===== config.mk =====
export PLATFORM = sky130hd
export DESIGN_NAME = tcal_update_engine
export DESIGN_NICKNAME = d
export VERILOG_FILES = /design/src/rtl/tcal_pkg.sv /design/src/rtl/tcal_decode.sv /design/src/rtl/tcal_encode.sv /design/src/rtl/tcal_dst_rules.sv /design/src/rtl/tcal_step.sv /design/src/rtl/tcal_update_engine.sv
export SDC_FILE = /design/constraint.sdc
export NUM_CORES = 1
export LEC_CHECK = 0
export BUFFER_PORTS_ARGS = -buffer_cell sky130_fd_sc_hd__buf_2
export CAP_MARGIN = 20
export CORE_MARGIN = 5
export CORE_UTILIZATION = 53
export CTS_CLUSTER_DIAMETER = 80
export DETAILED_ROUTE_END_ITERATION = 10
export HOLD_SLACK_MARGIN = 0.08
export PLACE_DENSITY = 0.78
export SLEW_MARGIN = 20
export SYNTH_ARGS = -nofsm -noshare
export SYNTH_HDL_FRONTEND = slang
export SYNTH_HIERARCHICAL = 1
export SYNTH_SLANG_ARGS = --single-unit

===== constraint.sdc =====
create_clock -name clk -period 14.5 [get_ports clk]
set_clock_uncertainty 0.15 [all_clocks]
set_input_delay 0.725 -clock clk [delete_from_list [all_inputs] [get_ports clk]]
set_output_delay 0.725 -clock clk [all_outputs]
set_load 0.01 [all_outputs]

===== src/rtl/tcal_pkg.sv =====
package tcal_pkg;
  localparam int BYTE_W     = 8;
  localparam int NUM_FIELDS = 7;

  localparam int F_SEC  = 0;
  localparam int F_MIN  = 1;
  localparam int F_HR   = 2;
  localparam int F_WDAY = 3;
  localparam int F_MDAY = 4;
  localparam int F_MON  = 5;
  localparam int F_YR   = 6;

  typedef logic [BYTE_W-1:0] tbyte_t;
  typedef tbyte_t [NUM_FIELDS-1:0] tfields_t;

  localparam tbyte_t SEC_LAST  = 8'd59;
  localparam tbyte_t MIN_LAST  = 8'd59;
  localparam tbyte_t HR_LAST   = 8'd23;
  localparam tbyte_t WDAY_LAST = 8'd7;
  localparam tbyte_t MON_LAST  = 8'd12;
  localparam tbyte_t HALF_DAY  = 8'd12;

  // Stored byte to binary value.
  function automatic tbyte_t dec_byte(input tbyte_t v, input logic bin);
    tbyte_t tens;
    tbyte_t units;
    tens  = {4'd0, v[7:4]};
    units = {4'd0, v[3:0]};
    return bin ? v : (tens * 8'd10 + units);
  endfunction

  // Binary value to stored byte.
  function automatic tbyte_t enc_byte(input tbyte_t v, input logic bin);
    tbyte_t q;
    tbyte_t r;
    q = v / 8'd10;
    r = v % 8'd10;
    return bin ? v : {q[3:0], r[3:0]};
  endfunction

  // Stored hours byte to 0..23.
  function automatic tbyte_t hr_to24(input tbyte_t h, input logic h24, input logic bin);
    tbyte_t h12;
    if (h24) return dec_byte(h, bin);
    h12 = dec_byte({1'b0, h[6:0]}, bin);
    if (h12 == HALF_DAY) return h[7] ? HALF_DAY : 8'd0;
    return h[7] ? h12 + HALF_DAY : h12;
  endfunction

  // 0..23 to stored hours byte.
  function automatic tbyte_t hr_from24(input tbyte_t h, input logic h24, input logic bin);
    logic   pm;
    tbyte_t t;
    tbyte_t e;
    if (h24) return enc_byte(h, bin);
    pm = (h >= HALF_DAY);
    t  = pm ? h - HALF_DAY : h;
    if (t == 8'd0) t = HALF_DAY;
    e = enc_byte(t, bin);
    return {pm, e[6:0]};
  endfunction

  function automatic tbyte_t month_len(input tbyte_t mon, input tbyte_t yr, input int leap);
    case (mon)
      8'd2:                     return ((32'(yr) % leap) == 0) ? 8'd29 : 8'd28;
      8'd4, 8'd6, 8'd9, 8'd11:  return 8'd30;
      default:                  return 8'd31;
    endcase
  endfunction
endpackage


===== src/rtl/tcal_decode.sv =====
module tcal_decode
  import tcal_pkg::*;
(
  input  tfields_t raw,
  input  logic     bin_mode,
  input  logic     h24_mode,
  output tfields_t val
);
  for (genvar i = 0; i < NUM_FIELDS; i++) begin : g_fld
    if (i == F_HR) begin : g_hr
      assign val[i] = hr_to24(raw[i], h24_mode, bin_mode);
    end else begin : g_plain
      assign val[i] = dec_byte(raw[i], bin_mode);
    end
  end
endmodule


===== src/rtl/tcal_encode.sv =====
module tcal_encode
  import tcal_pkg::*;
(
  input  tfields_t val,
  input  logic     bin_mode,
  input  logic     h24_mode,
  output tfields_t raw
);
  for (genvar i = 0; i < NUM_FIELDS; i++) begin : g_fld
    if (i == F_HR) begin : g_hr
      assign raw[i] = hr_from24(val[i], h24_mode, bin_mode);
    end else begin : g_plain
      assign raw[i] = enc_byte(val[i], bin_mode);
    end
  end
endmodule


===== src/rtl/tcal_dst_rules.sv =====
module tcal_dst_rules
  import tcal_pkg::*;
#(
  parameter int SPRING_MON    = 4,
  parameter int FALL_MON      = 10,
  parameter int WEEK_LEN      = 7,
  parameter int FALL_MON_DAYS = 31,
  parameter int SUNDAY        = 1,
  parameter int EDGE_HOUR     = 1
) (
  input  tbyte_t sec,
  input  tbyte_t min,
  input  tbyte_t hr24,
  input  tbyte_t wday,
  input  tbyte_t mday,
  input  tbyte_t mon,
  input  logic   dst_en,
  output logic   spring_hit,
  output logic   fall_hit
);
  localparam tbyte_t FIRST_WEEK_END  = tbyte_t'(WEEK_LEN);
  localparam tbyte_t LAST_WEEK_AFTER = tbyte_t'(FALL_MON_DAYS - WEEK_LEN);

  logic at_edge;
  logic is_sunday;

  assign at_edge   = (sec == SEC_LAST) && (min == MIN_LAST) && (hr24 == tbyte_t'(EDGE_HOUR));
  assign is_sunday = (wday == tbyte_t'(SUNDAY));

  assign spring_hit = dst_en && at_edge && is_sunday &&
                      (mon == tbyte_t'(SPRING_MON)) && (mday <= FIRST_WEEK_END);
  assign fall_hit   = dst_en && at_edge && is_sunday &&
                      (mon == tbyte_t'(FALL_MON)) && (mday > LAST_WEEK_AFTER);
endmodule


===== src/rtl/tcal_step.sv =====
module tcal_step
  import tcal_pkg::*;
#(
  parameter int LEAP_PERIOD = 4,
  parameter int YEAR_WRAP   = 100,
  parameter int SPRING_HOUR = 3,
  parameter int FALL_HOUR   = 1
) (
  input  tfields_t now,
  input  logic     spring_hit,
  input  logic     fall_apply,
  output tfields_t nxt,
  output logic     day_adv
);
  localparam tbyte_t YEAR_LAST = tbyte_t'(YEAR_WRAP - 1);

  tbyte_t mlen;
  assign mlen = month_len(now[F_MON], now[F_YR], LEAP_PERIOD);

  always_comb begin
    nxt     = now;
    day_adv = 1'b0;
    if (spring_hit) begin
      nxt[F_SEC] = 8'd0;
      nxt[F_MIN] = 8'd0;
      nxt[F_HR]  = tbyte_t'(SPRING_HOUR);
    end else if (fall_apply) begin
      nxt[F_SEC] = 8'd0;
      nxt[F_MIN] = 8'd0;
      nxt[F_HR]  = tbyte_t'(FALL_HOUR);
    end else if (now[F_SEC] < SEC_LAST) begin
      nxt[F_SEC] = now[F_SEC] + 8'd1;
    end else begin
      nxt[F_SEC] = 8'd0;
      if (now[F_MIN] < MIN_LAST) begin
        nxt[F_MIN] = now[F_MIN] + 8'd1;
      end else begin
        nxt[F_MIN] = 8'd0;
        if (now[F_HR] < HR_LAST) begin
          nxt[F_HR] = now[F_HR] + 8'd1;
        end else begin
          nxt[F_HR]   = 8'd0;
          day_adv     = 1'b1;
          nxt[F_WDAY] = (now[F_WDAY] >= WDAY_LAST) ? 8'd1 : now[F_WDAY] + 8'd1;
          if (now[F_MDAY] < mlen) begin
            nxt[F_MDAY] = now[F_MDAY] + 8'd1;
          end else begin
            nxt[F_MDAY] = 8'd1;
            if (now[F_MON] < MON_LAST) begin
              nxt[F_MON] = now[F_MON] + 8'd1;
            end else begin
              nxt[F_MON] = 8'd1;
              nxt[F_YR]  = (now[F_YR] >= YEAR_LAST) ? 8'd0 : now[F_YR] + 8'd1;
            end
          end
        end
      end
    end
  end
endmodule


===== src/rtl/tcal_update_engine.sv =====
module tcal_update_engine
  import tcal_pkg::*;
#(
  parameter int LEAP_PERIOD = 4,
  parameter int YEAR_WRAP   = 100
) (
  input  logic       clk,
  input  logic       rst_n,
  input  logic       sec_tick,
  input  logic       set_hold,
  input  logic       bin_mode,
  input  logic       h24_mode,
  input  logic       dst_en,
  input  logic       wr_en,
  input  logic [2:0] wr_sel,
  input  logic [7:0] wr_data,
  output logic [7:0] seconds,
  output logic [7:0] minutes,
  output logic [7:0] hours,
  output logic [7:0] weekday,
  output logic [7:0] monthday,
  output logic [7:0] month,
  output logic [7:0] year,
  output logic       upd_done
);
  tfields_t cur_q;
  tfields_t cur_bin;
  tfields_t nxt_bin;
  tfields_t nxt_raw;
  logic     fb_done;
  logic     spring_hit;
  logic     fall_hit;
  logic     fall_apply;
  logic     day_adv;
  logic     advance;

  assign advance    = sec_tick && !set_hold && !wr_en;
  assign fall_apply = fall_hit && !fb_done;

  tcal_decode u_dec (
    .raw(cur_q), .bin_mode(bin_mode), .h24_mode(h24_mode), .val(cur_bin)
  );

  tcal_dst_rules u_dst (
    .sec(cur_bin[F_SEC]), .min(cur_bin[F_MIN]), .hr24(cur_bin[F_HR]),
    .wday(cur_bin[F_WDAY]), .mday(cur_bin[F_MDAY]), .mon(cur_bin[F_MON]),
    .dst_en(dst_en), .spring_hit(spring_hit), .fall_hit(fall_hit)
  );

  tcal_step #(.LEAP_PERIOD(LEAP_PERIOD), .YEAR_WRAP(YEAR_WRAP)) u_step (
    .now(cur_bin), .spring_hit(spring_hit), .fall_apply(fall_apply),
    .nxt(nxt_bin), .day_adv(day_adv)
  );

  tcal_encode u_enc (
    .val(nxt_bin), .bin_mode(bin_mode), .h24_mode(h24_mode), .raw(nxt_raw)
  );

  always_ff @(posedge clk) begin
    if (!rst_n) begin
      cur_q         <= '0;
      cur_q[F_WDAY] <= 8'd1;
      cur_q[F_MDAY] <= 8'd1;
      cur_q[F_MON]  <= 8'd1;
      fb_done       <= 1'b0;
      upd_done      <= 1'b0;
    end else begin
      upd_done <= advance;
      if (wr_en) begin
        for (int i = 0; i < NUM_FIELDS; i++) begin
          if (wr_sel == 3'(i)) cur_q[i] <= wr_data;
        end
        fb_done <= 1'b0;
      end else if (advance) begin
        cur_q <= nxt_raw;
        if (fall_apply)   fb_done <= 1'b1;
        else if (day_adv) fb_done <= 1'b0;
      end
    end
  end

  assign seconds  = cur_q[F_SEC];
  assign minutes  = cur_q[F_MIN];
  assign hours    = cur_q[F_HR];
  assign weekday  = cur_q[F_WDAY];
  assign monthday = cur_q[F_MDAY];
  assign month    = cur_q[F_MON];
  assign year     = cur_q[F_YR];


  hold_freeze_chk: assert property (@(posedge clk) disable iff (!rst_n)
    (set_hold && !wr_en) |=> $stable({seconds, minutes, hours, weekday, monthday, month, year}));


  done_source_chk: assert property (@(posedge clk) disable iff (!rst_n)
    upd_done |-> $past(sec_tick && !set_hold && !wr_en));


  sec_change_chk: assert property (@(posedge clk) disable iff (!rst_n)
    !$stable(seconds) |-> $past(sec_tick || wr_en));


  fb_arm_chk: assert property (@(posedge clk) disable iff (!rst_n)
    $rose(fb_done) |-> $past(fall_apply && advance));


  fb_keep_chk: assert property (@(posedge clk) disable iff (!rst_n)
    (fb_done && !wr_en && !(advance && day_adv)) |=> fb_done);
endmodule


# After elaboration in Yosys (flattened, before gate mapping)
# Cells that the tools add are included.
[classes]
add_sub_neg = 17
multipliers = 8
div = 16
n_lt_le_gt_ge = 10
eq_ne = 24
mux = 64
bitwise_logic = 1
reduce_logical = 29
[ops]
columns = ["op", "count"]
rows = [
  ["two-way mux 8 bit", 40],
  ["two-way mux 56 bit", 2],
  ["two-way mux 32 bit", 3],
  ["divider 8 x 4 -> 8 bit, second input constant", 8],
  ["modulo 8 x 4 -> 8 bit, second input constant", 8],
  ["adder 8 x 1 -> 8 bit, second input constant", 7],
  ["adder 8 x 4 -> 8 bit", 7],
  ["multiplier 4 x 3 -> 7 bit, second input constant", 7],
  ["two-way mux 24 bit", 2],
  ["two-way mux 48 bit", 1],
  ["two-way mux 40 bit", 1],
  ["== test 8 x 4 -> 1 bit, second input constant", 4],
  ["zero test 32 bit", 1],
  ["== test 8 x 1 -> 1 bit, second input constant", 2],
  ["== test 8 x 3 -> 1 bit, second input constant", 2],
  ["== test 8 x 6 -> 1 bit, second input constant", 2],
  ["less-than comparator 8 x 6 -> 1 bit, second input constant", 2],
  ["two-way mux 16 bit", 1],
  ["case mux 8 bit (2 select lines)", 1],
  ["AND reduction 2 bit", 8],
  ["inequality test 2 x 1 -> 1 bit, second input constant", 7],
  ["logical AND 1 bit", 11],
  ["two-way mux 1 bit", 11],
  ["== test 3 bit, second input constant", 3],
  ["other kinds (24)", 28],
]
[totals]
regBits = 58
inputBits = 19
output_inout_bits = 57
wordCells = 178

# Longest topological paths before layout
[logic_depth]
ltp_word = 27
mapped_depth = 42
depth_no_buf = 41

# Cells and area by module
# The synthesis kept the hierarchy.
[by_module_without_submodules]
columns = ["module", "instances", "cells_each", "area_each_um2", "seq_area_each_um2"]
rows = [
  ["tcal_encode", 1, 719, 4324.1, 0.0],
  ["tcal_update_engine", 1, 277, 2941.6, 1161.1],
  ["tcal_decode", 1, 366, 2760.1, 0.0],
  ["tcal_step", 1, 207, 1287.5, 0.0],
  ["tcal_dst_rules", 1, 22, 193.9, 0.0],
]

# Least setup slack after synthesis
# Ideal clock, no wire load.
[synth_timing]
kind = "reg2reg"
start = "register cur_q (netlist bit hours[6])"
end = "register cur_q (netlist bit hours[1])"
setup_ns = 0.116
t_arrival_ns = 8.271
path_slack_ns = 5.963
path_stages_with_launch = 38
n_path_buf = 1
period_less_slack_ns = 8.537
path_cell_list = "dfxtp_1 ha_1 ha_1 nor2b_1 or2_2 o311ai_1 nor3_1 and3_1 a211o_1 and4bb_1 nand4_1 a2111oi_2 nor2b_1 nor2_1 nand2_1 nor2_1 ha_1 or3_1 (+2 left out) ha_1 o41a_1 a32oi_2 nand2b_1 a21oi_1 a31o_2 inv_1 ha_1 maj3_1 a22oi_1 nand3_1 a211oi_2 nor2_1 a2111oi_0 nor3_1 mux2i_1 o21ai_0 o211a_1"
[synth_lines]
columns = ["item", "line_no", "source"]
rows = [
  ["from (decl)", "tcal_update_engine.sv:26", "tfields_t cur_q;"],
  ["from (signal, indexed assignment)", "tcal_update_engine.sv:71", "if (wr_sel == 3'(i)) cur_q[i] <= wr_data;"],
  ["from (signal assigned)", "tcal_update_engine.sv:75", "cur_q <= nxt_raw;"],
]

==> flow_summary.ini <==
[setup_path]
startpoint_type = flip-flop
r2r_end = hours[1]
worst_ep_required_time_ps = 14580
r2r_start = hours[6]
critPathMaxStageDelay_ps = 680
crit_path_top_delay_cell = nor2_1
end_kind = flip-flop
r2r.worst_path.cells = 37
worstPathArrival_ps = 10020
rrSetupSlack_ps = 4570
crit_path_max_fanout = 12
crit_type = flip-flop to flip-flop
path_common_cell = ha_1

[route]
wl_per_cell_um = 17.5
viasPerCell = 6.41
vias = 11892
drc = 0
first_pass_iters = 6
antenna_left = 0
dr.first_iter.drc_count = 1180
wl_um = 32500

[clock_network]
insertion_delay_ps = 340
ctsResizeCount = 0
ctsHoldBuffers = 0
postCtsSetupRepairBufs = 0
cts_max_path_buffers = 2
clock-sinks = 58
clk_pin_slew_ps = 50
cts_inserted_buffers = 9
cts_htree_levels = 3
cts_root_buffer = clkbuf_16
cts_tree = done

[sta]
max_freq_ghz = 0.101
hold_violations = 0
grt_setup_unrepaired = false
drv_slew = 0
setup_violations = 0
setup_tns_ps = 0
max_slew_margin_pct = 31.9
holdWs_ps = 404
min_period_ps = 9930
worst_pin_slew_ps = 1020
finalCritPeriodShare_pct = 68.5

[synthesis]
synth_area_leader_cell = dfxtp_1
synth_top_area_share_pct = 10.1
synth_cell_type_count = 109
synth_edf_count = 0
synth_flop_cell = dfxtp_1
postSynthAreaPerCell_um2 = 7.23
synth_area_leaders = dfxtp_1, ha_1, o21ai_0
syn_area_um2 = 11500
postSynthCellCount = 1591
ys_seq_area_share_pct = 10.1
synth_async_sr_flop_share_pct = 0
synth_warnings = 6
synth-seq-cells = 58

[global_routing]
grt_pass1_vias = 10586
grt_use_total_pct = 25.4
use_met3_pct = 3.24
top_usage_layer = met2
grt_max_degree = 78
gr-total-overflow = 0
antenna_found_initial = 0
grt_util_met2_pct = 41.1
met1_usage_pct = 33.8
grt_first_pass_wirelength_um = 52600

[place]
hpwlAfterDp_um = 23500
dpl_cell_area_um2 = 11700
gp_congestion = 0.941
portBuffers = 75

[floorplan]
num_io_pins = 76
die_x_um = 157
die_h_um = 157
std_cell_rows = 54
core-area_um2 = 21600
initial_utilization_pct = 53.2
die_area_um2 = 24800

[power_and_ir_drop]
combPwrFrac_pct = 64.8
total_power_mw = 1.17
ir_drop_mv = 0.0649
power_density_nw_per_um2 = 97.2
pwr-share-clk_pct = 18.9
cellLeakagePower_nw = 5.53
seqPwrFrac_pct = 16.3
p_int_mw = 0.615
p_switching_mw = 0.553
p_sw_share_pct = 47.4

[layout]
drive_above_1_share_pct = 10.7
fillers = 2018
diodes = 0
final_util_pct = 55.6
multiInputGateArea_um2 = 9430
fin_nets = 1684
mostFrequentLayoutCell = o21ai_0
area_growth_pct = 4.48
seq_area_um2 = 1160
final_cell_mix = o21ai_0, nand2_1, nor2_1
fin_area_um2 = 12000

[hold_path]
hold_end = fb_done
min_path_cells = 2
holdCritPathClass = flip-flop to flip-flop
hold_path_startpoint = fb_done

[run]
cap_violations = 0

[outcome]
outcome = finished, final reports clean
-- synthesized netlist by cell type, drive strengths merged, types with 5 or more instances --
master / count
mux2: 17
and3: 10
clkbuf: 69
xnor2: 50
o22ai: 16
a211o: 10
and4b: 5
nor3: 34
maj3: 7
dfxtp: 58
a22oi: 6
xor2: 38
nor3b: 9
o311ai: 5
and4: 5
o21ai: 195
a31oi: 18
or2: 16
nor2b: 43
nand3: 36
ha: 81
o21a: 7
or3: 9
o211a: 53
a211oi: 6
nor4: 10
o31ai: 11
a21boi: 6
fa: 14
a21o: 12
inv: 80
mux2i: 80
a21oi: 80
nand2b: 24
a311oi: 6
nor2: 138
nor4b: 8
a221o: 5
and2: 20
buf: 52
nand4: 10
o2111ai: 7
nand2: 141
o211ai: 11
-- per-layer routing --
layer  vias to the layer above  share of wire, %
li1                       5738                 -
met1                      5562                44
met2                       498                46
met3                        94               6.4
met4                         0               4.2
met5                         -                 0
-- layout make-up --
cell class	count	share of cell area, %
multi-input cells	1332	78.4
flip-flops and latches	58	9.66
repair buffers	88	4.00
well taps	280	2.91
inverters	81	2.53
clock buffers	14	2.20
clock inverters	2	0.291
-- power groups by stage --
| stage | Combinational (mW) | Sequential, mW | Clock (mW) |
|---|---|---|---|
| 5_1_grt | 0.841 | 0.193 | 0.228 |
| 2_1_floorplan | 0.607 | 0.192 | 0 |
| 6_report | 0.757 | 0.191 | 0.220 |
| 3_5_place_dp | 0.735 | 0.194 | 0 |
| 4_1_cts | 0.740 | 0.191 | 0.223 |
| 3_3_place_gp | 0.714 | 0.193 | 0 |
-- cell families (layout without fill, tap and decap cells) --
family                     Yosys count  count (layout)  share of synthesized area, %
and+or+nand+nor                    538             538                          24.4
AOI/OAI and AO/OA                  503             503                          29.8
buffers and inverters              202             185                          8.08
adders and majority gates          102             102                          11.9
muxes                               99              99                          9.05
xor gates and xnor gates            88              88                          6.76
DFF                                 58              58                          10.1
other                                1               2                        0.0326
-- flip-flops by register name, summed over array words and instances, names as in the netlist --
name	count
month	8
year	8
seconds	8
fb_done	1
weekday	8
monthday	8
hours	8
upd_done	1
minutes	8
-- through the flow --
stage | worst slack [ps] | std cells
final | 4570 | 1855
after global routing | 3630 | 1855
after CTS | 4660 | 1855
after detailed placement | 4640 | 1839
after global placement | 5100 | 1839
after floorplan | 5960 | 1592
-- how the worst max path moves through the flow --
stage | startpoint | to
global route | hours[6] | hours[1]
CTS | hours[6] | hours[1]
global placement | bin_mode | hours[1]
detailed placement | bin_mode | hours[1]
finish | hours[6] | hours[1]
floorplan | hours[6] | hours[1]
-- critical path: cells and delay by family (launching register included) --
kind            cells  cell delay (ps)
fa+ha+maj           6             1840
compound gates     13             3220
mux                 2              500
buf+inv             2              210
simple gates       14             3380
flops               1              520
No activity file was read; power rests on OpenSTA's default activity.
